**src/rtl/irqc_pkg.sv**
```systemverilog
package irqc_pkg;
    localparam int NUM_PINS   = 7;
    localparam int PIN_EXT    = 0;
    localparam int PIN_SMI    = 1;
    localparam int PIN_MCHK_N = 2;
    localparam int PIN_CKST_N = 3;
    localparam int PIN_HRST_N = 4;
    localparam int PIN_SRST   = 5;
    localparam int PIN_TBEN   = 6;
    // inactive level of every pin: active-low pins idle high
    localparam logic [NUM_PINS-1:0] PIN_IDLE = 7'b0011100;

    localparam int PEND_W = 4;
    localparam int P_EXT  = 0;
    localparam int P_SMI  = 1;
    localparam int P_MCK  = 2;
    localparam int P_SRST = 3;

    typedef struct packed {
        logic [PEND_W-1:0] pend;
        logic              hard;
        logic              stop;
        logic              hrst;
        logic              tb;
    } core_state_t;
endpackage

```
**src/rtl/irqc_sync.sv**
```systemverilog
module irqc_sync #(
    parameter int            W       = 7,
    parameter int            STAGES  = 2,
    parameter logic [W-1:0]  RST_VAL = '0
) (
    input  logic         clk_i,
    input  logic         rst_ni,
    input  logic [W-1:0] d_i,
    output logic [W-1:0] q_o
);
    logic [STAGES-1:0][W-1:0] st_d, st_q;

    always_comb begin
        st_d[0] = d_i;
        for (int i = 1; i < STAGES; i++) begin
            st_d[i] = st_q[i-1];
        end
    end

    always_ff @(posedge clk_i or negedge rst_ni) begin
        if (!rst_ni) begin
            for (int i = 0; i < STAGES; i++) begin
                st_q[i] <= RST_VAL;
            end
        end else begin
            st_q <= st_d;
        end
    end

    assign q_o = st_q[STAGES-1];
endmodule

```
**src/rtl/irqc_filter.sv**
```systemverilog
module irqc_filter #(
    parameter int            W       = 7,
    parameter logic [W-1:0]  RST_VAL = '0
) (
    input  logic         clk_i,
    input  logic         rst_ni,
    input  logic [W-1:0] lvl_i,
    output logic [W-1:0] rise_o,
    output logic [W-1:0] fall_o
);
    logic [W-1:0] prev_d, prev_q;

    always_comb begin
        rise_o = lvl_i & ~prev_q;
        fall_o = ~lvl_i & prev_q;
        prev_d = prev_q ^ (rise_o | fall_o);
    end

    always_ff @(posedge clk_i or negedge rst_ni) begin
        if (!rst_ni) prev_q <= RST_VAL;
        else         prev_q <= prev_d;
    end

    // an accepted rise is never reported again on the next cycle
    no_repeat_rise_chk: assert property (@(posedge clk_i) disable iff (!rst_ni)
        (|rise_o) |=> ((rise_o & $past(rise_o)) == '0));
endmodule

```
**src/rtl/irqc_core.sv**
```systemverilog
module irqc_core
    import irqc_pkg::*;
(
    input  logic                clk_i,
    input  logic                rst_ni,
    input  logic [NUM_PINS-1:0] rise_i,
    input  logic [NUM_PINS-1:0] fall_i,
    input  logic                clr_i,
    input  logic [PEND_W-1:0]   clr_mask_i,
    output core_state_t         st_o
);
    core_state_t st_d, st_q;
    logic        set_any;

    always_comb begin
        st_d      = st_q;
        st_d.hrst = 1'b0;
        if (clr_i) st_d.pend = st_d.pend & ~clr_mask_i;

        if (rise_i[PIN_EXT])    st_d.pend[P_EXT]  = 1'b1;
        if (fall_i[PIN_EXT])    st_d.pend[P_EXT]  = 1'b0;
        if (rise_i[PIN_SMI])    st_d.pend[P_SMI]  = 1'b1;
        if (fall_i[PIN_SMI])    st_d.pend[P_SMI]  = 1'b0;
        if (rise_i[PIN_SRST])   st_d.pend[P_SRST] = 1'b1;
        if (fall_i[PIN_SRST])   st_d.pend[P_SRST] = 1'b0;
        if (fall_i[PIN_MCHK_N]) st_d.pend[P_MCK]  = 1'b1;
        if (fall_i[PIN_CKST_N]) st_d.stop         = 1'b1;
        if (fall_i[PIN_HRST_N]) st_d.hrst         = 1'b1;
        if (rise_i[PIN_TBEN])   st_d.tb           = 1'b1;
        if (fall_i[PIN_TBEN])   st_d.tb           = 1'b0;

        set_any = rise_i[PIN_EXT] | rise_i[PIN_SMI] | rise_i[PIN_SRST]
                | fall_i[PIN_MCHK_N];
        if (set_any)                 st_d.hard = 1'b1;
        else if (st_d.pend == '0)    st_d.hard = 1'b0;
    end

    always_ff @(posedge clk_i or negedge rst_ni) begin
        if (!rst_ni) st_q <= '0;
        else         st_q <= st_d;
    end

    assign st_o = st_q;


    hard_matches_pend_chk: assert property (@(posedge clk_i) disable iff (!rst_ni)
        st_q.hard == (|st_q.pend));

    mck_latched_chk: assert property (@(posedge clk_i) disable iff (!rst_ni)
        (st_q.pend[P_MCK] && !(clr_i && clr_mask_i[P_MCK])) |=> st_q.pend[P_MCK]);

    stop_sticky_chk: assert property (@(posedge clk_i) disable iff (!rst_ni)
        st_q.stop |=> st_q.stop);

    hrst_one_cycle_chk: assert property (@(posedge clk_i) disable iff (!rst_ni)
        st_q.hrst |=> !st_q.hrst);

    clear_takes_chk: assert property (@(posedge clk_i) disable iff (!rst_ni)
        (clr_i && clr_mask_i[P_EXT] && !rise_i[PIN_EXT]) |=> !st_q.pend[P_EXT]);
endmodule

```
**src/rtl/irq_pin_cond.sv**
```systemverilog
module irq_pin_cond
    import irqc_pkg::*;
#(
    parameter int PIN_W       = 8,
    parameter int SYNC_STAGES = 2
) (
    input  logic              clk_i,
    input  logic              rst_ni,
    input  logic [PIN_W-1:0]  pin_i,
    input  logic              clr_i,
    input  logic [3:0]        clr_mask_i,
    output logic [3:0]        pend_o,
    output logic              hard_irq_o,
    output logic              core_stop_o,
    output logic              hreset_req_o,
    output logic              tb_run_o
);
    logic [NUM_PINS-1:0] lvl_s, rise_s, fall_s;
    core_state_t         st;
    logic                unused_hi;

    // spare pin bits are not part of the defined set
    assign unused_hi = ^pin_i[PIN_W-1:NUM_PINS];

    irqc_sync #(.W(NUM_PINS), .STAGES(SYNC_STAGES), .RST_VAL(PIN_IDLE)) u_sync (
        .clk_i (clk_i),
        .rst_ni(rst_ni),
        .d_i   (pin_i[NUM_PINS-1:0]),
        .q_o   (lvl_s)
    );

    irqc_filter #(.W(NUM_PINS), .RST_VAL(PIN_IDLE)) u_filter (
        .clk_i (clk_i),
        .rst_ni(rst_ni),
        .lvl_i (lvl_s),
        .rise_o(rise_s),
        .fall_o(fall_s)
    );

    irqc_core u_core (
        .clk_i     (clk_i),
        .rst_ni    (rst_ni),
        .rise_i    (rise_s),
        .fall_i    (fall_s),
        .clr_i     (clr_i),
        .clr_mask_i(clr_mask_i),
        .st_o      (st)
    );

    assign pend_o       = st.pend;
    assign hard_irq_o   = st.hard;
    assign core_stop_o  = st.stop;
    assign hreset_req_o = st.hrst;
    assign tb_run_o     = st.tb;
endmodule

```
**config.mk**
```make
export PLATFORM = sky130hd
export DESIGN_NAME = irq_pin_cond
export DESIGN_NICKNAME = d
export VERILOG_FILES = /design/src/rtl/irqc_pkg.sv /design/src/rtl/irqc_sync.sv /design/src/rtl/irqc_filter.sv /design/src/rtl/irqc_core.sv /design/src/rtl/irq_pin_cond.sv
export SDC_FILE = /design/constraint.sdc
export NUM_CORES = 1
export LEC_CHECK = 0
export CORE_AREA = 2 2 49 51
export CTS_CLUSTER_DIAMETER = 30
export DETAILED_ROUTE_END_ITERATION = 8
export DIE_AREA = 0 0 51 53
export GPL_TIMING_DRIVEN = 0
export PLACE_DENSITY = 0.74
export SLEW_MARGIN = 20
export SYNTH_ARGS = -nofsm -noshare
export SYNTH_HDL_FRONTEND = slang
export SYNTH_SLANG_ARGS = --single-unit
```
**constraint.sdc**
```tcl
create_clock -name clk_i -period 3.5 [get_ports clk_i]
set_clock_uncertainty 0.2 [all_clocks]
set_input_delay 0.525 -clock clk_i [delete_from_list [all_inputs] [get_ports clk_i]]
set_output_delay 0.525 -clock clk_i [all_outputs]
set_load 0.01 [all_outputs]
```
==> flow_metrics.tcl, run 1 <==
set metrics [dict create \
    use_met1 0.136 \
    synth_cell_types 13 \
    cts-root-buf "clkbuf_4" \
    layout-drive-gt1-share 0.186 \
    finalHoldWorstSlack_ns -0.00000666 \
    critical-path-top-delay-family "buffers and inverters" \
    area_growth_pct 29.4 \
    status "complete, but fails checks" \
    vias 591 \
    grt_max_degree 30 \
    overflow 0 \
    cts_hold_buf 0 \
    crit_slowest_cell "clkdlybuf4s50_1" \
    finalSetupTns_ns 0 \
    min_period_over_period 0.559 \
    violations "hold timing" \
    syn-mean-instance-area_um2 14.4 \
    cts.sinks 29 \
    cts_made_buffers 5 \
    setup_violations 0 \
    die-area_um2 2700 \
    synth_top_area_frac 0.474 \
    dp_hpwl_mm 1.00 \
    antenna_found_initial 0 \
    hold_violations 1 \
    rsz0062_at_grt "false" \
    syn_area_um2 1050 \
    syn_nets 98 \
    p_total_mw 1.02 \
    power_density_nw_per_um2 749 \
    htree_levels 2 \
    critPathLaunchType "register" \
    crit_chain "clkdlybuf4s50_1" \
    p_leak_nw 0.630 \
    drt_pass1_iterations 4 \
    io_buffers 21 \
    drc 0 \
    fp.dieH_um 53 \
    path_clk_slew_ns 0.09 \
    final-max-slew-violation-count 0 \
    antenna_cells 0 \
    vias_per_cell 4.55 \
    cts_tree "done" \
    place_congestion 0.641 \
    use_met2 0.216 \
    crit_buf_inv 1 \
    ir_worst_vdd_mv 0.404 \
    critical-path-max-stage-delay_ns 0.55 \
    endpoint_kind "output pin" \
    cts.repair.resized 0 \
    fp.dieW_um 51 \
    core_area_um2 2150 \
    initial_core_util 0.491 \
    synth-async-reset-ratio 1.00 \
    synth_top_area_cell "dfrtp_1" \
    worstSkewPairLatency_ns 0.32 \
    drt_iter0_markers 8 \
    seqCellArea_um2 737 \
    grt_pass1_vias 594 \
    grt.total_usage 0.134 \
    post-route-min-period_ns 1.96 \
    ys_top_cells_by_area "dfrtp_1 47%, dfstp_2 22%, ha_1 12%" \
    netlist_top_cells_count "20 x dfrtp_1, 13 x inv_1, 10 x ha_1" \
    synth-edff-count 0 \
    reg2reg_slack_ns 1.81 \
    grt_pass1_wl_mm 2.45 \
    postRouteWirelength_mm 1.37 \
    fin_nets 126 \
    required_ns 2.77 \
    fp-row-count 17 \
    relSlewSlack 0.603 \
    synth-seq-cells 29 \
    globalRoute.busiestLayer "met2" \
    fmax_mhz 511 \
    met3_usage 0.0791 \
    post-cts-setup-buffer-count 0 \
    multi_input_area_um2 269 \
    synth-warning-count 0 \
    critPathArrivalTime_ns 1.23 \
    tightest_slew_ns 0.595 \
    wl_per_cell_um 10.6 \
    cp_max_fo 2 \
    final_core_util 0.635 \
    synth-main-ff-cell "dfrtp_1" \
    hold_path_class "input pin to async pin" \
    synthesis.instances 73 \
    fill_cells 157 \
    io_pins 23 \
    ys_seq_area_frac 0.699 \
    critical_path_class "register to output pin" \
    postRouteAntennaNets 0 \
    ctsLongestPathBuffers 2 \
    yosysMostFrequentCell "dfrtp_1" \
    maxCapViolations 0 \
]
placed cells by master (no fill, tap or decap):
cell / netlist / routed
clkdlybuf4s50_1: 0 / 20
xnor2_1: 7 / 7
ha_1: 10 / 10
a311oi_1: 3 / 3
dfstp_2: 9 / 9
inv_1: 13 / 13
o41ai_1: 1 / 1
o21ai_0: 1 / 1
clkinv_2: 0 / 1
nand2_1: 3 / 3
nor2_1: 3 / 3
or2_2: 1 / 1
dfrtp_1: 20 / 20
clkbuf_8: 0 / 2
nor4_1: 1 / 1
clkbuf_4: 0 / 5
a21o_1: 1 / 1
buf_2: 0 / 1
layer usage:
metal	vias to the layer above	wire [um]
met4	0	25
met2	24	632
li1	293	-
met1	270	584
met3	4	131
met5	-	0
state kept, by name (all words and copies together) (netlist names):
name and flops:
u_core.st_o 8, u_filter.prev_q 7, u_sync.q_o 7, u_sync.st_d 7
final cells by class:
| class | count | area share |
|---|---|---|
| clock buffers | 7 | 0.0477 |
| clock inverters | 1 | 0.00367 |
| inverters | 13 | 0.0357 |
| multi-input cells | 31 | 0.197 |
| flip-flops and latches | 29 | 0.540 |
| well taps | 28 | 0.0257 |
| repair buffers | 21 | 0.150 |
cells by family after synthesis:
group | count (synthesis) | synth area share
flip-flops | 29 | 0.699
buffers and inverters | 13 | 0.0463
adder cells (fa/ha/maj) | 10 | 0.119
AND/OR/NAND/NOR | 8 | 0.0332
XOR/XNOR | 7 | 0.0581
AO/OA/AOI/OAI | 6 | 0.0451
path summary, 6_finish.rpt:
kind | depth (start not counted) | to | start
max | 1 | hard_irq_o | u_core.st_o[3]
min | 1 | u_core.st_o[3] | rst_ni
max reg2reg | 5 | u_core.st_o[3] | u_sync.q_o[2]
min reg2reg | 0 | u_sync.q_o[0] | u_sync.st_d[7]
max in group asynchronous | 1 | u_sync.st_d[7] | rst_ni
min in group clk_i | 0 | u_sync.q_o[0] | u_sync.st_d[7]
per-stage QoR:
stage          instance area, um^2  setup WS, ns  instances
2_1_floorplan                 1050          1.91         73
3_3_place_gp                  1300          1.31        122
3_5_place_dp                  1290          1.36        122
4_1_cts                       1370          1.51        130
5_1_grt                       1370          1.49        130
6_report                      1370          1.54        130
report_power, final:
| group | internal (mW) | switching [mW] |
|---|---|---|
| registers | 0.441 | 0.0533 |
| clock network | 0.116 | 0.106 |
| logic | 0.180 | 0.126 |
| total | 0.737 | 0.285 |
No activity file was read; power rests on OpenSTA's default activity.
==> run 2, diff against run 1 <==
--- a/config.mk
+++ b/config.mk
@@ -5,12 +5,12 @@
 export SDC_FILE = /design/constraint.sdc
 export NUM_CORES = 1
 export LEC_CHECK = 0
-export CORE_AREA = 2 2 49 51
+export CORE_AREA = 2 2 50 52
 export CTS_CLUSTER_DIAMETER = 30
 export DETAILED_ROUTE_END_ITERATION = 8
-export DIE_AREA = 0 0 51 53
+export DIE_AREA = 0 0 52 54
 export GPL_TIMING_DRIVEN = 0
-export PLACE_DENSITY = 0.74
+export PLACE_DENSITY = 0.72
 export SLEW_MARGIN = 20
 export SYNTH_ARGS = -nofsm -noshare
 export SYNTH_HDL_FRONTEND = slang
==> constraint.sdc (replaced) <==
create_clock -name clk_i -period 2.02 [get_ports clk_i]
set_clock_uncertainty 0.2 [all_clocks]
set_input_delay 0.303 -clock clk_i [delete_from_list [all_inputs] [get_ports clk_i]]
set_output_delay 0.303 -clock clk_i [all_outputs]
set_load 0.01 [all_outputs]
==> flow_metrics.tcl, run 2 (same netlist as run 1, synthesis figures left out) <==
set metrics [dict create \
    antenna_found_initial 0 \
    vias_per_cell 4.41 \
    wl_met3_um 119 \
    relSlewSlack 0.602 \
    crit_buf_inv 1 \
    hold_path_class "register to register" \
    required_ns 1.52 \
    htree_levels 2 \
    io_pins 23 \
    power_density_nw_per_um2 1270 \
    largest_reg_flops 8 \
    fin_ws_ns 0.306 \
    dp_cells 124 \
    cp_max_fo 2 \
    fin_nets 127 \
    critical-path-max-stage-delay_ns 0.54 \
    die-area_um2 2810 \
    final_core_util 0.589 \
    postRouteAntennaNets 0 \
    area_growth_pct 29.5 \
    worstSkewPairLatency_ns 0.31 \
    rsz0062_at_grt "false" \
    core_area_um2 2320 \
    critPathLaunchType "register" \
    maxCapViolations 0 \
    grt_max_degree 30 \
    io_buffers 21 \
    fmax_mhz 583 \
    dp_hpwl_um 963 \
    tightest_slew_ns 0.597 \
    cts_tree "done" \
    ir_worst_vdd_mv 0.662 \
    status "completed" \
    grt.total_usage 0.124 \
    wl_per_cell_um 10.5 \
    path_clk_slew_ns 0.08 \
    route.met2.wl_um 689 \
    min_period_over_period 0.849 \
    overflow 0 \
    design_area_um2 1370 \
    final-max-slew-violation-count 0 \
    drt_pass1_iterations 3 \
    fp.dieW_um 52 \
    cts.repair.resized 0 \
    p_leak_nw 0.625 \
    fill_cells 199 \
    post-place-ws_ns 0.0986 \
    top_layer "met4" \
    vias 587 \
    initial_core_util 0.455 \
    crit_chain "clkdlybuf4s50_1" \
    place_area_um2 1300 \
    final_cells 133 \
    grt_pass1_wl_mm 2.39 \
    cts.sinks 29 \
    p_total_mw 1.74 \
    grt_pass1_vias 583 \
    antenna_cells 0 \
    cts_made_buffers 5 \
    critPathArrivalTime_ns 1.21 \
    drc 0 \
    hold_violations 0 \
    final_cell_mix "20 x clkdlybuf4s50_1, 20 x dfrtp_1, 13 x inv_1" \
    fp-row-count 18 \
    post-cts-setup-buffer-count 0 \
    setup_violations 0 \
    drt-met1-wl_um 573 \
    layout-drive-gt1-share 0.165 \
    critical-path-top-delay-family "buffers and inverters" \
    fp.dieH_um 54 \
    postRouteWirelength_mm 1.39 \
    ctsLongestPathBuffers 2 \
    crit_slowest_cell "clkdlybuf4s50_1" \
    finalHoldWorstSlack_ns 0.151 \
    critical_path_class "register to output pin" \
    post-route-min-period_ns 1.71 \
    endpoint_kind "output pin" \
    finalSetupTns_ns 0 \
    place_congestion 0.657 \
    cts-root-buf "clkbuf_4" \
    drt_iter0_markers 7 \
]
-- run 2: changes by cell type in the layout (fill, tap and decap cells not counted), sizes merged --
cell	change
clkbuf	+1
clkinv	-1
dlygate4sd3	+1
-- run 2: path summary, 6_finish.rpt --
check / from / to / slack (ns) / depth (start not counted)
worst max-delay path: u_core.st_o[3] / hard_irq_o / 0.31 / 1
worst min-delay path: u_sync.st_d[7] / u_sync.q_o[0] / 0.15 / 0
worst max register to register: u_sync.q_o[2] / u_core.st_o[3] / 0.32 / 5
worst min register to register: u_sync.st_d[7] / u_sync.q_o[0] / 0.15 / 0
max in group asynchronous: rst_ni / u_sync.st_d[7] / 0.89 / 2
min in group asynchronous: rst_ni / u_core.st_o[4] / 0.33 / 2
-- run 2: cell type report --
cell class,count,area [um^2],area share
well taps,30,37.5,0.0275
inverters,13,48.8,0.0357
multi-input cells,31,269,0.197
clock buffers,8,58.8,0.0430
repair buffers,22,215,0.158
flip-flops and latches,29,737,0.539
-- run 2: power by group --
| group | total (mW) | leakage [nW] | internal (mW) | switching, mW |
|---|---|---|---|---|
| Sequential | 0.854 | 0.326 | 0.764 | 0.0901 |
| Clock | 0.339 | 0.0326 | 0.172 | 0.168 |
| Combinational | 0.545 | 0.266 | 0.314 | 0.231 |
-- run 2: what timing repair did --
action                                 CTS  global route
setup endpoints to repair                0             0
endpoints found under the hold margin   20             0
hold buffers                             1             0
-- run 2: layer usage --
layer / global-route usage / vias to the layer above
met3: 0.0444 / 2
met5: 0 / -
li1: - / 293
met1: 0.135 / 271
met2: 0.207 / 21
met4: 0.0789 / 0
